$ cat src/rtl/smb_pkg.sv
package smb_pkg;

  typedef enum logic [2:0] {
    ST_IDLE,
    ST_RX,
    ST_RXACK,
    ST_TX,
    ST_TXACK
  } smb_state_e;

  typedef enum logic [1:0] {
    RB_ADDR,
    RB_CMD,
    RB_CNT,
    RB_DATA
  } rx_role_e;

endpackage

$ cat src/rtl/smb_sync.sv
module smb_sync #(
  parameter int W = 2
) (
  input  logic         clk,
  input  logic         rst_n,
  input  logic [W-1:0] d,
  output logic [W-1:0] q,
  output logic [W-1:0] q_d
);

  for (genvar i = 0; i < W; i++) begin : g_bit
    logic [2:0] pipe;
    always_ff @(posedge clk or negedge rst_n) begin
      if (!rst_n) pipe <= '1;
      else        pipe <= {pipe[1:0], d[i]};
    end
    assign q[i]   = pipe[1];
    assign q_d[i] = pipe[2];
  end

endmodule

$ cat src/rtl/smb_regbank.sv
module smb_regbank #(
  parameter int                  NUM_REGS = 8,
  parameter logic [NUM_REGS*8-1:0] DEFAULTS = '0
) (
  input  logic                  clk,
  input  logic                  rst_n,
  input  logic                  we,
  input  logic [7:0]            waddr,
  input  logic [7:0]            wdata,
  input  logic [7:0]            raddr,
  output logic [7:0]            rdata,
  output logic [NUM_REGS*8-1:0] regs_flat
);

  for (genvar g = 0; g < NUM_REGS; g++) begin : g_reg
    logic [7:0] regq;
    always_ff @(posedge clk or negedge rst_n) begin
      if (!rst_n)                       regq <= DEFAULTS[g*8 +: 8];
      else if (we && waddr == 8'(g))    regq <= wdata;
    end
    assign regs_flat[g*8 +: 8] = regq;
  end

  always_comb begin
    rdata = '0;
    for (int k = 0; k < NUM_REGS; k++) begin
      if (raddr == 8'(k)) rdata = regs_flat[k*8 +: 8];
    end
  end

  AST_OOR_WRITE_DROPPED: assert property (@(posedge clk) disable iff (!rst_n)
    (we && waddr >= 8'(NUM_REGS)) |=> $stable(regs_flat));

endmodule

$ cat src/rtl/smb_regif.sv
module smb_regif
  import smb_pkg::*;
#(
  parameter int                    NUM_REGS     = 8,
  parameter logic [6:0]            SLV_ADDR     = 7'h69,
  parameter logic [NUM_REGS*8-1:0] REG_DEFAULTS = 64'h15_5A_00_FF_C0_33_A5_01,
  parameter int                    CMPT_REG     = 7,
  parameter int                    CMPT_BIT     = 7
) (
  input  logic                  clk,
  input  logic                  rst_n,
  input  logic                  scl_i,
  input  logic                  sda_i,
  output logic                  sda_oe,
  output logic [NUM_REGS*8-1:0] regs_o
);

  localparam int         CMPT_POS = CMPT_REG * 8 + CMPT_BIT;
  localparam logic [7:0] CNT_BYTE = 8'(NUM_REGS);

  // reset: asynchronous assert, synchronous release
  logic rst_meta, rst_int;
  always_ff @(posedge clk or negedge rst_n) begin
    if (!rst_n) begin
      rst_meta <= 1'b0;
      rst_int  <= 1'b0;
    end else begin
      rst_meta <= 1'b1;
      rst_int  <= rst_meta;
    end
  end

  // line synchronizers and bus events
  logic [1:0] lin_q, lin_qd;
  smb_sync #(.W(2)) i_sync (
    .clk(clk), .rst_n(rst_int), .d({scl_i, sda_i}), .q(lin_q), .q_d(lin_qd)
  );
  logic scl_s, sda_s, scl_p, sda_p;
  assign {scl_s, sda_s} = lin_q;
  assign {scl_p, sda_p} = lin_qd;

  logic start_ev, stop_ev, scl_rise, scl_fall;
  assign start_ev = scl_s && scl_p && sda_p && !sda_s;
  assign stop_ev  = scl_s && scl_p && !sda_p && sda_s;
  assign scl_rise = scl_s && !scl_p;
  assign scl_fall = !scl_s && scl_p;

  // state
  smb_state_e state, n_state;
  rx_role_e   role, n_role;
  logic [3:0] bitcnt, n_bitcnt;
  logic [7:0] shreg, n_shreg;
  logic [7:0] ptr, n_ptr;
  logic       oe_q, n_oe;
  logic       blk_q, n_blk;
  logic       rd_q, n_rd;
  logic       txcnt_q, n_txcnt;

  // bank interface
  logic       we;
  logic [7:0] rdata;
  logic       cmpt;
  logic [7:0] ptr_inc;
  logic [7:0] ld_byte;

  smb_regbank #(.NUM_REGS(NUM_REGS), .DEFAULTS(REG_DEFAULTS)) i_bank (
    .clk(clk), .rst_n(rst_int), .we(we), .waddr(ptr), .wdata(shreg),
    .raddr(ptr), .rdata(rdata), .regs_flat(regs_o)
  );

  assign cmpt    = regs_o[CMPT_POS];
  assign ptr_inc = (ptr == 8'hFF) ? ptr : ptr + 8'd1;
  assign ld_byte = txcnt_q ? CNT_BYTE : rdata;

  always_comb begin
    n_state  = state;
    n_role   = role;
    n_bitcnt = bitcnt;
    n_shreg  = shreg;
    n_ptr    = ptr;
    n_oe     = oe_q;
    n_blk    = blk_q;
    n_rd     = rd_q;
    n_txcnt  = txcnt_q;
    we       = 1'b0;
    if (start_ev) begin
      n_state  = ST_RX;
      n_role   = RB_ADDR;
      n_bitcnt = '0;
      n_oe     = 1'b0;
    end else if (stop_ev) begin
      n_state = ST_IDLE;
      n_oe    = 1'b0;
    end else begin
      unique case (state)
        ST_IDLE: ;
        ST_RX: begin
          if (scl_rise) begin
            n_shreg  = {shreg[6:0], sda_s};
            n_bitcnt = bitcnt + 4'd1;
          end else if (scl_fall && bitcnt == 4'd8) begin
            n_bitcnt = '0;
            n_state  = ST_RXACK;
            n_oe     = 1'b1;
            n_rd     = 1'b0;
            unique case (role)
              RB_ADDR: begin
                if (shreg[7:1] != SLV_ADDR) begin
                  n_state = ST_IDLE;
                  n_oe    = 1'b0;
                end else if (shreg[0]) begin
                  n_rd    = 1'b1;
                  n_txcnt = blk_q && !cmpt;
                end else begin
                  n_role = RB_CMD;
                end
              end
              RB_CMD: begin
                n_blk  = !shreg[7];
                n_ptr  = shreg[7] ? {1'b0, shreg[6:0]} : 8'd0;
                n_role = (!shreg[7] && !cmpt) ? RB_CNT : RB_DATA;
              end
              RB_CNT:  n_role = RB_DATA;
              RB_DATA: begin
                we    = 1'b1;
                n_ptr = ptr_inc;
              end
              default: ;
            endcase
          end
        end
        ST_RXACK: begin
          if (scl_fall) begin
            n_bitcnt = '0;
            if (rd_q) begin
              n_state = ST_TX;
              n_shreg = ld_byte;
              n_oe    = !ld_byte[7];
              n_txcnt = 1'b0;
              if (!txcnt_q) n_ptr = ptr_inc;
            end else begin
              n_state = ST_RX;
              n_oe    = 1'b0;
            end
          end
        end
        ST_TX: begin
          if (scl_rise) begin
            n_bitcnt = bitcnt + 4'd1;
          end else if (scl_fall) begin
            if (bitcnt == 4'd8) begin
              n_oe    = 1'b0;
              n_state = ST_TXACK;
            end else begin
              n_shreg = {shreg[6:0], 1'b0};
              n_oe    = !shreg[6];
            end
          end
        end
        ST_TXACK: begin
          if (scl_rise && sda_s) begin
            n_state = ST_IDLE;
          end else if (scl_fall) begin
            n_bitcnt = '0;
            n_state  = ST_TX;
            n_shreg  = ld_byte;
            n_oe     = !ld_byte[7];
            n_txcnt  = 1'b0;
            if (!txcnt_q) n_ptr = ptr_inc;
          end
        end
        default: n_state = ST_IDLE;
      endcase
    end
  end

  always_ff @(posedge clk or negedge rst_int) begin
    if (!rst_int) begin
      state   <= ST_IDLE;
      role    <= RB_ADDR;
      bitcnt  <= '0;
      shreg   <= '0;
      ptr     <= '0;
      oe_q    <= 1'b0;
      blk_q   <= 1'b0;
      rd_q    <= 1'b0;
      txcnt_q <= 1'b0;
    end else begin
      state   <= n_state;
      role    <= n_role;
      bitcnt  <= n_bitcnt;
      shreg   <= n_shreg;
      ptr     <= n_ptr;
      oe_q    <= n_oe;
      blk_q   <= n_blk;
      rd_q    <= n_rd;
      txcnt_q <= n_txcnt;
    end
  end

  assign sda_oe = oe_q;

  AST_OE_RISE_SCL_LOW: assert property (@(posedge clk) disable iff (!rst_int)
    $rose(sda_oe) |-> !scl_s);
  AST_ACK_AFTER_BYTE: assert property (@(posedge clk) disable iff (!rst_int)
    (state == ST_RX && scl_fall && bitcnt == 4'd8 && role != RB_ADDR) |=> sda_oe);
  AST_IDLE_RELEASED: assert property (@(posedge clk) disable iff (!rst_int)
    (state == ST_IDLE) |-> !sda_oe);
  AST_NACK_RELEASE: assert property (@(posedge clk) disable iff (!rst_int)
    (state == ST_TXACK && scl_rise && sda_s) |=> (!sda_oe && state == ST_IDLE));

endmodule

$ cat config.mk
export PLATFORM = sky130hd
export DESIGN_NAME = smb_regif
export DESIGN_NICKNAME = d
export VERILOG_FILES = /design/src/rtl/smb_pkg.sv /design/src/rtl/smb_sync.sv /design/src/rtl/smb_regbank.sv /design/src/rtl/smb_regif.sv
export SDC_FILE = /design/constraint.sdc
export NUM_CORES = 1
export LEC_CHECK = 0
export BUFFER_PORTS_ARGS = -buffer_cell sky130_fd_sc_hd__buf_2
export CORE_ASPECT_RATIO = 0.75
export CORE_MARGIN = 5
export CORE_UTILIZATION = 35
export DETAILED_ROUTE_END_ITERATION = 16
export PLACE_DENSITY = 0.65
export SYNTH_ARGS = -nofsm -noshare
export SYNTH_HDL_FRONTEND = slang
export SYNTH_HIERARCHICAL = 1
export SYNTH_SLANG_ARGS = --single-unit
export TNS_END_PERCENT = 30
$ cat constraint.sdc
create_clock -name clk -period 3.2 [get_ports clk]
set_input_delay 0.48 -clock clk [delete_from_list [all_inputs] [get_ports clk]]
set_output_delay 0.48 -clock clk [all_outputs]
set_load 0.02 [all_outputs]
* Word-level counts from Yosys, hierarchy flattened
Index checks and enable logic that the tools add are counted.
** Word-level totals
- Flip-flop bits (word level) :: 101
- Input port bits :: 4
- Output and inout port bits :: 65
- Word-level logic and storage cells :: 213
** Operators by class
- Add/sub/neg operators :: 2
- Equality and inequality tests :: 48
- Mux-type cells :: 93
- Bitwise operators :: 3
- Reductions and logical operators :: 46
** Operators by type and width (number)
- 8-bit two-way mux :: 25
- 4-bit inequality test, second input constant :: 9
- 8-bit by 3-bit == test with 1-bit output, second input constant :: 4
- 1-bit two-way mux :: 32
- 8-bit one-hot mux with 4 select lines :: 1
- 3-bit two-way mux :: 10
- 2-bit inequality test, second input constant :: 15
- 4-bit two-way mux :: 7
- 8-bit one-hot mux with 3 select lines :: 1
- 2-bit two-way mux :: 10
- 1-bit logical AND :: 19
- 8-bit by 2-bit == test with 1-bit output, second input constant :: 2
- 4-bit one-hot mux with 4 select lines :: 1
- 8-bit one-hot mux with 2 select lines :: 1
- 8-bit AND reduction :: 2
- 3-bit inequality test, second input constant :: 5
- 3-bit one-hot mux with 5 select lines :: 1
- 12-bit AND reduction :: 1
- 11-bit AND reduction :: 1
- 10-bit AND reduction :: 1
- 5-bit AND reduction :: 2
- 8-bit by 1-bit adder with 8-bit output, second input constant :: 1
- 8-bit by 1-bit == test with 1-bit output, second input constant :: 1
- 8-bit == test, second input constant :: 1
- other kinds (26) :: 39

* Logic depth before layout (Yosys ltp)
- Depth after elaboration :: 16
- Mapped depth :: 10
- Mapped depth without buffers :: 9

* Cells and area by module
Netlist, hierarchy kept.
** By module, submodules not included
- smb_regbank :: times used 1, cells an instance 253, area each 3259.4 um^2, sequential area each 1634.1 um^2
- smb_regif :: times used 1, cells an instance 240, area each 2133.3 um^2, sequential area each 775.7 um^2
- smb_sync :: times used 1, cells an instance 10, area each 187.7 um^2, sequential area each 157.7 um^2

* Least setup slack after synthesis
Ideal clock, no wire load.
- Kind :: register to register
- Start point :: register i_sync.g_bit[1].pipe[2]
- End point :: register i_bank.g_reg[0].regq[1]
- Setup time :: 125 ps
- Data arrival time :: 2606 ps
- Required time :: 3075 ps
- Slack :: 469 ps
- Stages on the path, launching flop included :: 10
- Path buffers :: 3
- Clock period less this slack :: 2731 ps
- Path through :: dfstp_2 > buf_4 > buf_4 > nand2b_1 > buf_2 > nor3_4 > and2_1 > nor3b_1 > nor4b_4 > mux2_2
** Between the ends
- Cells in the longest elaborated chain, start to end :: 8
- Elaborated cells on any way between the ends :: 15
- Classes of those cells :: mux (5); reduce/logical (10)
** RTL lines
- start: declaration :: line smb_sync.sv:12 : logic [2:0] pipe;
- start signal: assignment :: line smb_sync.sv:15 : else pipe <= {pipe[1:0], d[i]};
- 1-bit logical AND :: line smb_regif.sv:46 : assign scl_fall = !scl_s && scl_p;
- 1-bit logical AND :: line smb_regif.sv:101 : end else if (scl_fall && bitcnt == 4'd8) begin
- 1-bit two-way mux :: line smb_regif.sv:101
- 1-bit two-way mux :: line smb_regif.sv:98 : if (scl_rise) begin
- 1-bit two-way mux :: line smb_regif.sv:95 : unique case (state)
- 1-bit two-way mux :: line smb_regif.sv:91 : end else if (stop_ev) begin
- 1-bit two-way mux (*) :: line smb_regif.sv:86 : if (start_ev) begin
- via we :: line smb_regif.sv:60 : logic we;
- 1-bit logical AND (*) :: line smb_regbank.sv:19 : else if (we && waddr == 8'(g)) regq <= wdata;
- end signal: assignment :: line smb_regbank.sv:18 : if (!rst_n) regq <= DEFAULTS[g*8 +: 8];
- end signal: assignment :: line smb_regbank.sv:19
- end: declaration :: line smb_regbank.sv:16 : logic [7:0] regq;
The timed path passes the listed nets; every way through them passes the cells marked *.
A chain may end at the register's enable or synchronous reset.

* Final worst setup path
- Start point :: register state[1]
- End point :: register i_bank.g_reg[0].regq[2]
** Between the ends
- Cells in the longest elaborated chain, start to end :: 5
** RTL lines
- start: declaration :: line smb_regif.sv:49 : smb_state_e state, n_state;
- start signal: assignment :: line smb_regif.sv:189 : state <= n_state;
- 3-bit by 1-bit == test with 1-bit output :: line smb_regif.sv:95
- 1-bit two-way mux :: line smb_regif.sv:95
- 1-bit two-way mux :: line smb_regif.sv:91
- 1-bit two-way mux :: line smb_regif.sv:86
- via we :: line smb_regif.sv:60
- 1-bit logical AND :: line smb_regbank.sv:19
The timed path passes the listed nets, and every way through them passes these cells.

==> impl_results.md <==
* Status: complete, no violations
* Post-CTS setup buffers at 0
* Leakage at 3.03 nW
* Critical Path Start Type: flop
* Crit-path max FO at 14
* Met2 wire len at 6650 microns
* Internal at 2.07 mW
* Synth warn at 6
* Die Y at 119 microns
* Max_slew headroom at 52.8%
* Max-Cap Viols at 0
* Vias per cell at 5.68
* Cells after Synth at 503
* Slowest stage delay, CP at 0.53 ns
* Met1 wire length at 7370 microns
* Pre-antenna DRT Iters at 5
* Initial core utilization at 35.3%
* Proportion of layout cells with a drive suffix above 1 at 40.1%
* CTS Buf Count at 9
* Synth unique cells at 61
* Flop pwr share at 52.7%
* Required @ worst endpoint at 3.44 ns
* Core ar. at 15800 sq um
* Routed wl met3 at 1100 microns
* CP startpoint: state[1]
* NetSw at 0.863 mW
* Number of synthesized flops with an enable pin at 0
* Vias in the first global route at 4462
* Max Clk Rate at 0.350 GHz
* Setup TNS at 0 ns
* DRC at 0
* Mapped Nets at 514
* Hold crit path type: in -> reg
* Ports at 69
* Syn Area/Cell at 11.1 sq um
* Max clock buf depth at 2
* Total power at 2.93 mW
* H-Tree Depth at 3
* Total vias in the final route at 4466
* Comb pwr share at 8.3%
* Antenna violations before repair at 0
* Clock sinks at 101
* Die width at 156 microns
* Post-Route WL at 15400 microns
* Critical path's slowest cell: dfrtp_1
* Gr usage total at 16.8%
* FF+latch count, synth at 101
* CP Buf/Inv Count at 2
* TritonCTS clock tree: yes
* Worst clock skew at 0.00990 ns
* Main synth FF type: dfrtp_1
* Clock power frac at 39.1%
* Final instance area at 6500 sq um
* Period Utilization, post-route at 89.3%
* RSZ-0062 raised after global routing: false
* Final Slew Violations at 0
* Routed Antenna Nets at 0
* Ys async rst share at 100%
* Critical path class: reg -> reg
* Largest net degree at the start of global routing at 53
* Sequential share of the synthesized area at 46.0%
* Post_cts resized at 0
* First-pass GRT wire length at 24700 microns
* Area Growth Syn to Fin at 16.5%
* Top cell by count, worst path: buf_4
* Worst skew pair latency at 0.36 ns
* Final HPWL DP at 10900 microns
* Placed cell count at 769
* Diodes inserted at 0
* Fin. Hold Viols at 0
* DR top layer: met4
* Wire per inst at 19.6 microns
* Final nets at 582
* Switching portion of total power at 29.4%
* Hold_ws at 0.224 ns
* Arr. time, crit path at 3.09 ns
* Gr ovfl total at 0
* Non-Filler Instances at 786
* Reg2reg start: state[1]
* Hold path start: sda_i
* I/O Buffers at 68
* Number of DRC markers in iteration 0 at 336
* Area of the multi-input gates at 2810 sq um
* Fin crit period at 2.86 ns
* Cell Area, Synth at 5580 sq um
* CP top delay family: simple AND/OR/NAND/NOR gates
* Fillers at 1563
* DP Area at 6190 sq um
* RD Place Congestion at 0.809
* Final setup fails at 0
* Worst vdd ir at 302 uV
* Clk Tree Root Cell: clkbuf_16
* Rows at 40
* PwrDens at 451 nW/um^2
* Worst-margin pin slew at 0.708 ns
* CP cell instances: or3b_4, nor3_4, and2_1, nor3b_1, buf_4, nor4b_4, buf_4, mux2_2
* Clock-pin slew on the worst setup and hold paths at 0.07 ns
* Storage cell area at 2570 sq um
* CP endpoint kind: flop
* Die area at 18600 sq um
## area by class of cell
cell class | count | area share (%)
Clock inverter | 7 | 1.23
Tap cell | 210 | 4.04
Inverter | 18 | 1.04
Sequential cell | 101 | 39.5
Multi-Input combinational cell | 356 | 43.3
Timing Repair Buffer | 85 | 7.43
Clock buffer | 9 | 3.46
## flip-flops by register name, indices dropped and copies added, names as in the netlist, 2 cells and up
name,flops
i_bank/g.regq,64
ptr,8
shreg,8
i_sync/g_bit.pipe,6
bitcnt,4
state,3
role,2
## worst register-to-register path, cell delays in order, from the launching register on
cell,delay [ns]
dfrtp_1,0.53
or3b_4,0.48
nor3_4,0.26
and2_1,0.18
nor3b_1,0.20
buf_4,0.17
nor4b_4,0.33
buf_4,0.25
mux2_2,0.35
## cell families after synthesis
logic type               count (synthesis)  share of synthesized area (%)
XOR/XNOR                                 1                          0.157
AO/OA/AOI/OAI                          118                           14.3
adder cells (fa/ha/maj)                  7                           1.57
other                                    1                         0.0672
flip-flops                             101                           46.0
multiplexers                            90                           18.4
AND/OR/NAND/NOR                        139                           16.0
buffers and inverters                   46                           3.57
## path summary, 6_finish.rpt
| check | to | slack (ns) | depth (start not counted) |
|---|---|---|---|
| max | i_bank/g_reg[0].regq[2] | 0.34 | 8 |
| min | i_sync/g_bit[0].pipe[0] | 0.22 | 1 |
| max reg2reg | i_bank/g_reg[0].regq[2] | 0.34 | 8 |
| min reg2reg | i_sync/g_bit[1].pipe[1] | 0.35 | 0 |
| max in group asynchronous | i_bank/g_reg[3].regq[7] | 2.03 | 1 |
| min in group asynchronous | i_bank/g_reg[6].regq[0] | 0.38 | 0 |
## power by group through the flow
stage          combinational, mW  sequential, mW  clock, mW
6_report                   0.242            1.54       1.15
5_1_grt                    0.273            1.56       1.23
4_1_cts                    0.241            1.54       1.17
3_5_place_dp               0.239            1.56          0
3_3_place_gp               0.230            1.56          0
2_1_floorplan              0.190            1.47          0
## metal layers
layer	vias up	track usage, %
met5	-	0
met4	0	5.03
met3	15	4.40
met2	184	23.7
met1	2258	25.0
li1	2009	-
## timing repair
item,in CTS,in global routing
hold endpoints to repair,2,0
endpoints found under the setup margin,0,0
hold buffers,1,0
## cell usage in the layout, fill, tap and decap left out, types with 15 or more instances in the layout
master	n
mux2_2	79
nand3_1	16
nand2_1	18
o21ai_0	39
dfrtp_1	68
buf_4	15
buf_2	68
nor2_1	24
a21oi_1	18
inv_1	18
dfstp_2	32
## per-stage QoR
step / worst slack, ns / util, %
3_3_place_gp: 0.397 / 39.1
2_1_floorplan: 0.234 / -
5_1_grt: 0.170 / 41.1
4_1_cts: 0.360 / 41.1
6_report: 0.344 / 41.1
3_5_place_dp: 0.386 / 39.1
## cell usage after synthesis (5+ instances only)
| cell | count | share of area (%) |
|---|---|---|
| mux2_2 | 79 | 16 |
| inv_1 | 18 | 1.2 |
| o211ai_1 | 9 | 1.2 |
| nor2b_1 | 13 | 1.5 |
| buf_4 | 5 | 0.67 |
| nor3b_1 | 5 | 0.67 |
| a221o_1 | 5 | 0.90 |
| a32o_1 | 6 | 1.1 |
| and3b_1 | 11 | 1.7 |
| nor3_1 | 8 | 0.72 |
| a2bb2oi_1 | 11 | 1.7 |
| clkbuf_1 | 15 | 1.0 |
| ha_1 | 7 | 1.6 |
| a31oi_1 | 9 | 1.0 |
| nand2b_1 | 8 | 0.90 |
| nor2_1 | 24 | 1.6 |
| nand3_1 | 16 | 1.4 |
| o21ai_0 | 39 | 3.5 |
| mux2i_1 | 9 | 1.6 |
| buf_2 | 6 | 0.54 |
| dfrtp_1 | 69 | 31 |
| nand3b_1 | 7 | 0.94 |
| nor4_1 | 6 | 0.67 |
| nand2_1 | 18 | 1.2 |
| a21oi_1 | 18 | 1.6 |
| dfstp_2 | 32 | 15 |
Power figures use the tool's default switching activity.
